===== config.mk =====
export PLATFORM = sky130hd
export DESIGN_NAME = asram_ctrl
export DESIGN_NICKNAME = d
export VERILOG_FILES = /design/src/rtl/asram_pkg.sv /design/src/rtl/asram_rst_sync.sv /design/src/rtl/asram_timer.sv /design/src/rtl/asram_seq.sv /design/src/rtl/asram_pins.sv /design/src/rtl/asram_ctrl.sv
export SDC_FILE = /design/constraint.sdc
export NUM_CORES = 1
export LEC_CHECK = 0
export CAP_MARGIN = 20
export CORE_UTILIZATION = 40
export CTS_CLUSTER_SIZE = 8
export DETAILED_ROUTE_END_ITERATION = 12
export GPL_ROUTABILITY_DRIVEN = 0
export PLACE_DENSITY_LB_ADDON = 0.3
export SYNTH_ARGS = -nofsm -noshare
export SYNTH_HDL_FRONTEND = slang
export SYNTH_SLANG_ARGS = --single-unit

===== constraint.sdc =====
create_clock -name clk -period 1.4 [get_ports clk]
set_input_delay 0.42 -clock clk [delete_from_list [all_inputs] [get_ports clk]]
set_output_delay 0.42 -clock clk [all_outputs]
set_load 0.03 [all_outputs]

===== src/rtl/asram_pkg.sv =====
`timescale 1ns/1ps
package asram_pkg;

  typedef enum logic [2:0] {
    PH_IDLE = 3'd0,
    PH_TURN = 3'd1,
    PH_RD   = 3'd2,
    PH_WSU  = 3'd3,
    PH_WPL  = 3'd4,
    PH_WRC  = 3'd5,
    PH_ACK  = 3'd6
  } phase_e;

  // ceil(ns / clk), never below one cycle
  function automatic int unsigned ns2cyc(input int unsigned ns, input int unsigned clk_ns);
    int unsigned c;
    c = (ns + clk_ns - 1) / clk_ns;
    if (c == 0) c = 1;
    return c;
  endfunction

  function automatic int unsigned max3(input int unsigned a, input int unsigned b,
                                       input int unsigned c);
    int unsigned m;
    m = (a > b) ? a : b;
    return (m > c) ? m : c;
  endfunction

  // cycles still owed to a total once some are already spent
  function automatic int unsigned rem_cyc(input int unsigned total, input int unsigned used);
    return (total > used) ? total - used : 0;
  endfunction

endpackage


===== src/rtl/asram_rst_sync.sv =====
`timescale 1ns/1ps
module asram_rst_sync (
  input  logic clk,
  input  logic rst_n,
  output logic rst_sync_n
);
  logic [1:0] sync_q;

  always_ff @(posedge clk or negedge rst_n) begin
    if (!rst_n) sync_q <= 2'b00;
    else        sync_q <= {sync_q[0], 1'b1};
  end

  assign rst_sync_n = sync_q[1];
endmodule


===== src/rtl/asram_timer.sv =====
`timescale 1ns/1ps
module asram_timer #(
  parameter int CW = 3
) (
  input  logic          clk,
  input  logic          rst_n,
  input  logic          load,
  input  logic [CW-1:0] load_val,
  output logic          expire
);
  logic [CW-1:0] cnt_q, cnt_d;

  always_comb begin
    if (load)                 cnt_d = load_val;
    else if (cnt_q != '0)     cnt_d = cnt_q - CW'(1);
    else                      cnt_d = cnt_q;
  end

  always_ff @(posedge clk or negedge rst_n) begin
    if (!rst_n) cnt_q <= '0;
    else        cnt_q <= cnt_d;
  end

  // last cycle of the running phase
  assign expire = (cnt_q <= CW'(1));

  // every phase the sequencer starts lasts at least one cycle
  p_load_min_one_r5: assert property (@(posedge clk) disable iff (!rst_n)
    load |-> (load_val != '0));
endmodule


===== src/rtl/asram_seq.sv =====
`timescale 1ns/1ps
module asram_seq import asram_pkg::*; #(
  parameter int unsigned N_RD  = 4,
  parameter int unsigned N_AS  = 1,
  parameter int unsigned N_WP  = 2,
  parameter int unsigned N_REC = 1,
  parameter int unsigned N_TA  = 2,
  parameter int          CW    = 3
) (
  input  logic          clk,
  input  logic          rst_n,
  input  logic          req,
  input  logic          write,
  input  logic          expire,
  output phase_e        phase_q,
  output phase_e        phase_d,
  output logic          accept,
  output logic          load,
  output logic [CW-1:0] load_val
);
  logic rd_flag_q, rd_flag_d;

  always_comb begin
    phase_d   = phase_q;
    load      = 1'b0;
    load_val  = '0;
    accept    = 1'b0;
    rd_flag_d = rd_flag_q;
    unique case (phase_q)
      PH_IDLE: begin
        if (req) begin
          accept = 1'b1;
          load   = 1'b1;
          if (write) begin
            rd_flag_d = 1'b0;
            if (rd_flag_q) begin
              phase_d  = PH_TURN;
              load_val = CW'(N_TA);
            end else begin
              phase_d  = PH_WSU;
              load_val = CW'(N_AS);
            end
          end else begin
            rd_flag_d = 1'b1;
            phase_d   = PH_RD;
            load_val  = CW'(N_RD);
          end
        end
      end
      PH_TURN: if (expire) begin
        phase_d = PH_WSU; load = 1'b1; load_val = CW'(N_AS);
      end
      PH_WSU: if (expire) begin
        phase_d = PH_WPL; load = 1'b1; load_val = CW'(N_WP);
      end
      PH_WPL: if (expire) begin
        phase_d = PH_WRC; load = 1'b1; load_val = CW'(N_REC);
      end
      PH_WRC:  if (expire) phase_d = PH_ACK;
      PH_RD:   if (expire) phase_d = PH_ACK;
      PH_ACK:  phase_d = PH_IDLE;
      default: phase_d = PH_IDLE;
    endcase
  end

  always_ff @(posedge clk or negedge rst_n) begin
    if (!rst_n) begin
      phase_q   <= PH_IDLE;
      rd_flag_q <= 1'b0;
    end else begin
      phase_q   <= phase_d;
      rd_flag_q <= rd_flag_d;
    end
  end
endmodule


===== src/rtl/asram_pins.sv =====
`timescale 1ns/1ps
module asram_pins import asram_pkg::*; #(
  parameter int          AW   = 17,
  parameter int          DW   = 8,
  parameter int          CW   = 3,
  parameter int unsigned N_WP = 2,
  parameter int unsigned N_TA = 2
) (
  input  logic          clk,
  input  logic          rst_n,
  input  phase_e        phase_q,
  input  phase_e        phase_d,
  input  logic          expire,
  input  logic          accept,
  input  logic [AW-1:0] host_addr,
  input  logic [DW-1:0] host_wdata,
  input  logic [DW-1:0] mem_dq_i,
  output logic          host_ack,
  output logic [DW-1:0] host_rdata,
  output logic [AW-1:0] mem_addr,
  output logic          mem_cs1_n,
  output logic          mem_cs2,
  output logic          mem_we_n,
  output logic          mem_oe_n,
  output logic [DW-1:0] mem_dq_o,
  output logic          mem_dq_oe
);
  logic sel_d, we_n_d, oe_n_d, dq_oe_d, ack_d, capture;

  // pin levels decoded from the phase being entered, then registered
  always_comb begin
    sel_d   = phase_d inside {PH_RD, PH_WSU, PH_WPL, PH_WRC};
    we_n_d  = (phase_d != PH_WPL);
    oe_n_d  = (phase_d != PH_RD);
    dq_oe_d = phase_d inside {PH_WPL, PH_WRC};
    ack_d   = (phase_d == PH_ACK);
    capture = (phase_q == PH_RD) && expire;
  end

  always_ff @(posedge clk or negedge rst_n) begin
    if (!rst_n) begin
      mem_cs1_n <= 1'b1;
      mem_cs2   <= 1'b0;
      mem_we_n  <= 1'b1;
      mem_oe_n  <= 1'b1;
      mem_dq_oe <= 1'b0;
      host_ack  <= 1'b0;
    end else begin
      mem_cs1_n <= !sel_d;
      mem_cs2   <= sel_d;
      mem_we_n  <= we_n_d;
      mem_oe_n  <= oe_n_d;
      mem_dq_oe <= dq_oe_d;
      host_ack  <= ack_d;
    end
  end

  always_ff @(posedge clk or negedge rst_n) begin
    if (!rst_n) begin
      mem_addr <= '0;
      mem_dq_o <= '0;
    end else if (accept) begin
      mem_addr <= host_addr;
      mem_dq_o <= host_wdata;
    end
  end

  always_ff @(posedge clk or negedge rst_n) begin
    if (!rst_n)       host_rdata <= '0;
    else if (capture) host_rdata <= mem_dq_i;
  end

  // ---------------- checks on the pin timing ----------------
  logic [CW-1:0] wlow_q, oeh_q;

  always_ff @(posedge clk or negedge rst_n) begin
    if (!rst_n) begin
      wlow_q <= '0;
      oeh_q  <= CW'(N_TA);
    end else begin
      if (!mem_we_n) wlow_q <= (wlow_q == '1) ? wlow_q : wlow_q + CW'(1);
      else           wlow_q <= '0;
      if (!mem_oe_n)                 oeh_q <= '0;
      else if (oeh_q < CW'(N_TA))    oeh_q <= oeh_q + CW'(1);
    end
  end

  p_no_contention_r6: assert property (@(posedge clk) disable iff (!rst_n)
    mem_dq_oe |-> mem_oe_n);

  p_we_selected_r5: assert property (@(posedge clk) disable iff (!rst_n)
    !mem_we_n |-> (!mem_cs1_n && mem_cs2 && mem_oe_n));

  p_addr_hold_r5: assert property (@(posedge clk) disable iff (!rst_n)
    $rose(mem_we_n) |-> $stable(mem_addr));

  p_wp_len_r5: assert property (@(posedge clk) disable iff (!rst_n)
    $rose(mem_we_n) |-> (wlow_q == CW'(N_WP)));

  p_turn_gap_r7: assert property (@(posedge clk) disable iff (!rst_n)
    $rose(mem_dq_oe) |-> (oeh_q == CW'(N_TA)));

  p_ack_single_r4: assert property (@(posedge clk) disable iff (!rst_n)
    host_ack |=> !host_ack);

  p_standby_on_ack_r2: assert property (@(posedge clk) disable iff (!rst_n)
    host_ack |-> (mem_cs1_n && !mem_cs2 && !mem_dq_oe));
endmodule


===== src/rtl/asram_ctrl.sv =====
`timescale 1ns/1ps
module asram_ctrl import asram_pkg::*; #(
  parameter int          AW       = 17,
  parameter int          DW       = 8,
  parameter int unsigned CLK_NS   = 20,
  parameter int unsigned T_RC_NS  = 70,
  parameter int unsigned T_AA_NS  = 70,
  parameter int unsigned T_OE_NS  = 25,
  parameter int unsigned T_WC_NS  = 70,
  parameter int unsigned T_WP_NS  = 35,
  parameter int unsigned T_AW_NS  = 60,
  parameter int unsigned T_AS_NS  = 0,
  parameter int unsigned T_DW_NS  = 35,
  parameter int unsigned T_DH_NS  = 0,
  parameter int unsigned T_WR_NS  = 5,
  parameter int unsigned T_OHZ_NS = 30
) (
  input  logic          clk,
  input  logic          rst_n,
  input  logic          host_req,
  input  logic          host_write,
  input  logic [AW-1:0] host_addr,
  input  logic [DW-1:0] host_wdata,
  output logic          host_ack,
  output logic [DW-1:0] host_rdata,
  output logic [AW-1:0] mem_addr,
  output logic          mem_cs1_n,
  output logic          mem_cs2,
  output logic          mem_we_n,
  output logic          mem_oe_n,
  output logic [DW-1:0] mem_dq_o,
  output logic          mem_dq_oe,
  input  logic [DW-1:0] mem_dq_i
);
  localparam int unsigned N_RD  = max3(ns2cyc(T_AA_NS, CLK_NS), ns2cyc(T_RC_NS, CLK_NS),
                                       ns2cyc(T_OE_NS, CLK_NS));
  localparam int unsigned N_AS  = ns2cyc(T_AS_NS, CLK_NS);
  localparam int unsigned N_WP  = max3(ns2cyc(T_WP_NS, CLK_NS), ns2cyc(T_DW_NS, CLK_NS),
                                       rem_cyc(ns2cyc(T_AW_NS, CLK_NS), N_AS));
  localparam int unsigned N_REC = max3(ns2cyc(T_WR_NS, CLK_NS), ns2cyc(T_DH_NS, CLK_NS),
                                       rem_cyc(ns2cyc(T_WC_NS, CLK_NS), N_AS + N_WP));
  localparam int unsigned N_TA  = ns2cyc(T_OHZ_NS, CLK_NS);
  localparam int unsigned N_MAX = max3(max3(N_RD, N_AS, N_WP), N_REC, N_TA);
  localparam int          CW    = $clog2(N_MAX + 1);

  logic          rst_s_n;
  phase_e        phase_q, phase_d;
  logic          accept, load, expire;
  logic [CW-1:0] load_val;

  asram_rst_sync u_rst (
    .clk        (clk),
    .rst_n      (rst_n),
    .rst_sync_n (rst_s_n)
  );

  asram_timer #(.CW(CW)) u_timer (
    .clk      (clk),
    .rst_n    (rst_s_n),
    .load     (load),
    .load_val (load_val),
    .expire   (expire)
  );

  asram_seq #(
    .N_RD(N_RD), .N_AS(N_AS), .N_WP(N_WP), .N_REC(N_REC), .N_TA(N_TA), .CW(CW)
  ) u_seq (
    .clk      (clk),
    .rst_n    (rst_s_n),
    .req      (host_req),
    .write    (host_write),
    .expire   (expire),
    .phase_q  (phase_q),
    .phase_d  (phase_d),
    .accept   (accept),
    .load     (load),
    .load_val (load_val)
  );

  asram_pins #(
    .AW(AW), .DW(DW), .CW(CW), .N_WP(N_WP), .N_TA(N_TA)
  ) u_pins (
    .clk        (clk),
    .rst_n      (rst_s_n),
    .phase_q    (phase_q),
    .phase_d    (phase_d),
    .expire     (expire),
    .accept     (accept),
    .host_addr  (host_addr),
    .host_wdata (host_wdata),
    .mem_dq_i   (mem_dq_i),
    .host_ack   (host_ack),
    .host_rdata (host_rdata),
    .mem_addr   (mem_addr),
    .mem_cs1_n  (mem_cs1_n),
    .mem_cs2    (mem_cs2),
    .mem_we_n   (mem_we_n),
    .mem_oe_n   (mem_oe_n),
    .mem_dq_o   (mem_dq_o),
    .mem_dq_oe  (mem_dq_oe)
  );
endmodule


; ---- Word level (Yosys, flattened, before mapping)
; Cells that the tools add are included.
[op_classes]
n_eq_ne = 12
add_sub_neg = 1
order_cmp = 1
n_reduce_logical = 11
n_mux = 21
[op_table]
columns = operator, count
row1 = $mux W3, 9
row2 = $eq A3 B3 Y1 const B, 5
row3 = $pmux W3 S5, 1
row4 = $eq A3 B2 Y1 const B, 4
row5 = $pmux W3 S3, 1
row6 = $mux W2, 4
row7 = $mux W1, 5
row8 = $reduce_bool A2 Y1, 2
row9 = $reduce_bool A4 Y1, 1
row10 = $reduce_or A2 Y1, 2
row11 = $eq A3 B1 Y1 const B, 1
row12 = $le A3 B1 Y1 const B, 1
row13 = $logic_not A3 Y1, 1
row14 = $ne A3 B2 Y1 const B, 1
row15 = $ne A3 B3 Y1 const B, 1
row16 = $reduce_bool A3 Y1, 1
row17 = $reduce_or A3 Y1, 1
row18 = $sub A3 B1 Y3 const B, 1
row19 = $pmux W1 S2, 1
row20 = $reduce_and A2 Y1, 1
row21 = $logic_and A1 B1 Y1, 1
row22 = $logic_not A1 Y1, 1
[totals]
out_inout_bits = 39
register_bits = 48

; ---- Longest topological paths before layout
; Gate-level depths: netlist of the first run.
[logic_depth]
depth_word = 7
mapped_depth = 6
depth_no_buf = 6

; ---- Hierarchy
; From an unflattened synthesis of the first run, not the netlist that was laid out.
[unflattened]
cells_unflattened = 142
hier_area_um2 = 2057.0
[modules_own_cells]
columns = mod, area_each_um2, instances, seq_area_each_um2, cells_per_inst
row1 = asram_pins, 1473.9, 1, 979.7, 84
row2 = asram_seq, 305.3, 1, 100.1, 32
row3 = asram_timer, 224.0, 1, 75.1, 23
row4 = asram_rst_sync, 53.8, 1, 50.0, 3

; ---- Least setup slack after synthesis of the first run
; Ideal clock, no wire load.
[synth_path]
kind = register to register
start = reg u_timer.cnt_q[1]
end = reg u_pins.host_rdata[0]
t_arrival_ns = 1.565
setup_slack_ns = -0.290
path_stages_with_launch = 7
required_time_ns = 1.275
path_cell_list = dfrtp_1 inv_1 ha_1 o21bai_2 nand2_2 nor3_4 mux2_2
[synth_via]
elab_chain_cells = 2
[synth_rtl]
columns = element, line_no
row1 = start: declaration, asram_timer.sv:11  ; logic [CW-1:0] cnt_q, cnt_d;
row2 = start signal: assignment, asram_timer.sv:21  ; else cnt_q <= cnt_d;
row3 = $le A3 B1 Y1, asram_timer.sv:25  ; assign expire = (cnt_q <= CW'(1));
row4 = $logic_and A1 B1 Y1, asram_pins.sv:37  ; capture = (phase_q == PH_RD) && expire;
row5 = end signal: assignment, asram_pins.sv:70  ; else if (capture) host_rdata <= mem_dq_i;
row6 = end: declaration, asram_pins.sv:19  ; output logic [DW-1:0] host_rdata,
; Every way passes these cells.
; A chain may end at the register's enable or synchronous reset.

; ---- Final worst setup path of the first run
[layout_path]
start = reg u_seq.phase_q[1]
end = reg u_pins.mem_addr[12]
[layout_via]
elab_chain_cells = 2
[layout_rtl]
columns = element, line_no
row1 = start: declaration, asram_seq.sv:15  ; output phase_e phase_q,
row2 = start signal: assignment, asram_seq.sv:71  ; phase_q <= phase_d;
row3 = $logic_not A3 Y1, asram_seq.sv:29  ; unique case (phase_q)
row4 = $mux W1, asram_seq.sv:29
row5 = end signal: assignment, asram_pins.sv:63  ; mem_addr <= host_addr;
row6 = end: declaration, asram_pins.sv:20  ; output logic [AW-1:0] mem_addr,
; Every way passes these cells.

==> out/results.ini, run 1 <==
[setup_path]
cpMostUsedCell = nand2_1
crit_type = reg2reg
required_ps = 1600
startpoint_type = flip-flop
end_kind = flip-flop
cp_max_fo = 6
crit_chain = or4b_4 > buf_4 > clkbuf_16 > nand2_1 > nand2_1
critPathArrivalTime_ps = 1830
cpPeakStageDelay_ps = 610
cpMaxStageDelayCell = or4b_4

[final_layout]
stdcell_count = 393
final_nets = 365
area_growth_pct = 78.9
layout_commonest_cell = buf_4
diodes = 0
final_cell_mix = buf_4, nand2_1, dfrtp_1
layout-drive-gt1-share_pct = 50.9

[timing]
setup_violations = 39
timing.final.crit_share_pct = 117
hold_slack_ps = 183
fin_ws_ps = -232
finalHoldViolations = 0
fin_crit_ps = 1630
fmax_mhz = 613
drv_slew = 0
clock_skew_ps = 7.85
rsz0062_at_grt = yes

[floorplan]
ios = 76
fp.dieW_um = 74.3
core_mm2 = 0.00488
dieHeight_um = 74.3
initial_utilization_pct = 42.9
dieArea_mm2 = 0.00553
rows = 25

[clocking]
cts_root_buf = clkbuf_8
cts_sinks = 48
cts_hold_buf = 0
cts_max_path_buffers = 2
htreeDepth = 2
tritoncts = built
insertion_delay_ps = 300
numCtsBuffers = 5
path_clk_slew_ps = 90

[power_and_ir_drop]
finalPower_mw = 9.75
p_per_area_mw_per_mm2 = 2600
p_leak_nw = 1.80
irDropWorstVdd_mv = 1.38

[yosys]
syn_avg_cell_area_um2 = 10.2
ys_ff_latch = 48
syn_area_mm2 = 0.00209
synth_warnings = 0
syn-instance-count = 205
synthTopCellsByArea = dfrtp_1, nand2_1, dfstp_2
synth_top_cell_area_share_pct = 53.8
synth_cell_types = 45
syn-num-nets = 245
ys_seq_area_share_pct = 57.6
synth_largest_area_cell = dfrtp_1

[route]
drtIter0Drc = 131
drc = 0
ant_nets = 0
wl_um = 6820
via_count = 1974
firstDrtPassIters = 4
routed_via_density = 5.02
avgRoutedWirePerCell_um = 17.4

[grt]
grt_pass1_wl_um = 8830
grt_antenna_before_repair = 0
grt_overflow = 0
track_usage_pct = 21.2
grt_start_max_net_pins = 20
grt_pass1_vias = 1858

[placement]
dp.cells = 362
numPortBuffers = 75
hpwl_um = 3570

[outcome]
status = complete, but fails checks
violations = setup timing

[hold_path]
min_path_type = reg2async

[run]
maxCapViolCount = 0

## critical path, delay by kind of cell (launching register included)
kind	cells	cell delay, ps
AND/OR/NAND/NOR	3	740
flip-flops	1	450
buffers and inverters	2	330
## through the flow
stage                     area, um^2  setup TNS [ps]  util (%)  setup slack [ps]
after detailed placement        3010          -16750      61.6              -483
after global routing            3740           -8050      76.7              -252
final                           3740           -6550      76.7              -232
after global placement          3010          -16020      61.6              -478
after CTS                       3420           -5690      70.1              -199
after floorplan                 2100           -3310         -              -211
## synth_stat cells, drive strengths merged
cell and n:
o21ai 3, inv 4, buf 6, nand2b 3, o211ai 1, mux2 9
nor3b 1, a31oi 2, nand3 5, nor2 8, xnor2 1, mux2i 1
o22ai 1, nand2 79, o31ai 1, a21o 1, or2 1, a21oi 4
o21ba 1, a211o 1, o21a 3, conb 1, a21boi 1, a32oi 1
ha 3, dfstp 3, nand3b 1, o21bai 2, clkbuf 2, nor3 2
and2 1, nor4b 1, nand4 1, or4b 1, nor2b 1, a211oi 2
dfrtp 45, or3b 1
## power breakdown
part           switching [mW]  internal, mW  leakage (nW)  total [mW]
registers               0.515          2.06         0.586        2.57
logic                    3.12          2.85          1.14        5.97
clock network           0.487         0.719        0.0687        1.21
total                    4.12          5.63          1.80        9.75
## metal layers
metal | routed length, um | part of all wire [%] | vias up | track usage (%)
met5 | 0 | 0 | - | 0
met4 | 63 | 0.92 | 0 | 3.56
met3 | 442 | 6.5 | 8 | 5.42
met2 | 3470 | 51 | 74 | 36.5
met1 | 2850 | 42 | 977 | 27.4
li1 | - | - | 915 | -
## state kept, by name, indices dropped and copies added (netlist names)
name / count
u_pins.mem_addr: 17
u_pins.host_rdata: 8
u_pins.mem_dq_o: 8
u_seq.phase_q: 3
u_timer.cnt_q: 3
u_rst.sync_q: 2
u_pins.host_ack: 1
u_pins.mem_cs1_n: 1
u_pins.mem_cs2: 1
u_pins.mem_dq_oe: 1
u_pins.mem_oe_n: 1
u_pins.mem_we_n: 1
u_seq.rd_flag_q: 1
## area by class of cell
cell class / instances / area [um^2]
Sequential cell: 48 / 1210
Clock inverter: 3 / 68.8
Tap cell: 67 / 83.8
Fill cell: 281 / 1130
Clock buffer: 5 / 68.8
Inverter: 4 / 15.0
Multi-Input combinational cell: 146 / 1120
Timing Repair Buffer: 120 / 1180
## cell families after synthesis
group                    after synthesis  share of synthesized area, %
XOR/XNOR                               1                         0.418
adder cells (fa/ha/maj)                3                          1.79
AND/OR/NAND/NOR                      106                          23.1
other                                  1                         0.179
buffers and inverters                 12                          3.41
multiplexers                          10                          5.32
AO/OA/AOI/OAI                         24                          8.25
flip-flops                            48                          57.6
## worst paths after layout
kind                                       startpoint                               to  slack, ps  cells after the start
setup / recovery           u_seq.phase_q[1]$_DFF_PN0_  u_pins.mem_addr[12]$_DFFE_PN0P_       -230                      5
hold / removal              u_rst.sync_q[1]$_DFF_PN0_  u_pins.mem_addr[13]$_DFFE_PN0P_        180                      0
setup reg to reg           u_seq.phase_q[1]$_DFF_PN0_  u_pins.mem_addr[12]$_DFFE_PN0P_       -230                      5
hold reg to reg             u_rst.sync_q[1]$_DFF_PN0_  u_pins.mem_addr[13]$_DFFE_PN0P_        180                      0
max in group asynchronous   u_rst.sync_q[1]$_DFF_PN0_   u_pins.mem_dq_o[4]$_DFFE_PN0P_        670                      1
min in group clk            u_rst.sync_q[0]$_DFF_PN0_        u_rst.sync_q[1]$_DFF_PN0_        380                      0
## repair_timing
item / in CTS / in global routing
setup endpoints to repair: 45 / 47
pin swaps: 28 / 30
cloned: 5 / 1
buffers inserted: 8 / 11
resized for setup: 33 / 73
(Power assumes the default switching activity.)
==> run 2: changes to the inputs <==
--- a/config.mk
+++ b/config.mk
@@ -5,11 +5,11 @@
 export SDC_FILE = /design/constraint.sdc
 export NUM_CORES = 1
 export LEC_CHECK = 0
-export CAP_MARGIN = 20
 export CORE_UTILIZATION = 40
 export CTS_CLUSTER_SIZE = 8
 export DETAILED_ROUTE_END_ITERATION = 12
 export GPL_ROUTABILITY_DRIVEN = 0
+export HOLD_SLACK_MARGIN = 0.1
 export PLACE_DENSITY_LB_ADDON = 0.3
 export SYNTH_ARGS = -nofsm -noshare
 export SYNTH_HDL_FRONTEND = slang
==> results of run 2 <==
Final layout, timing and power as in run 1 (identical DEF).
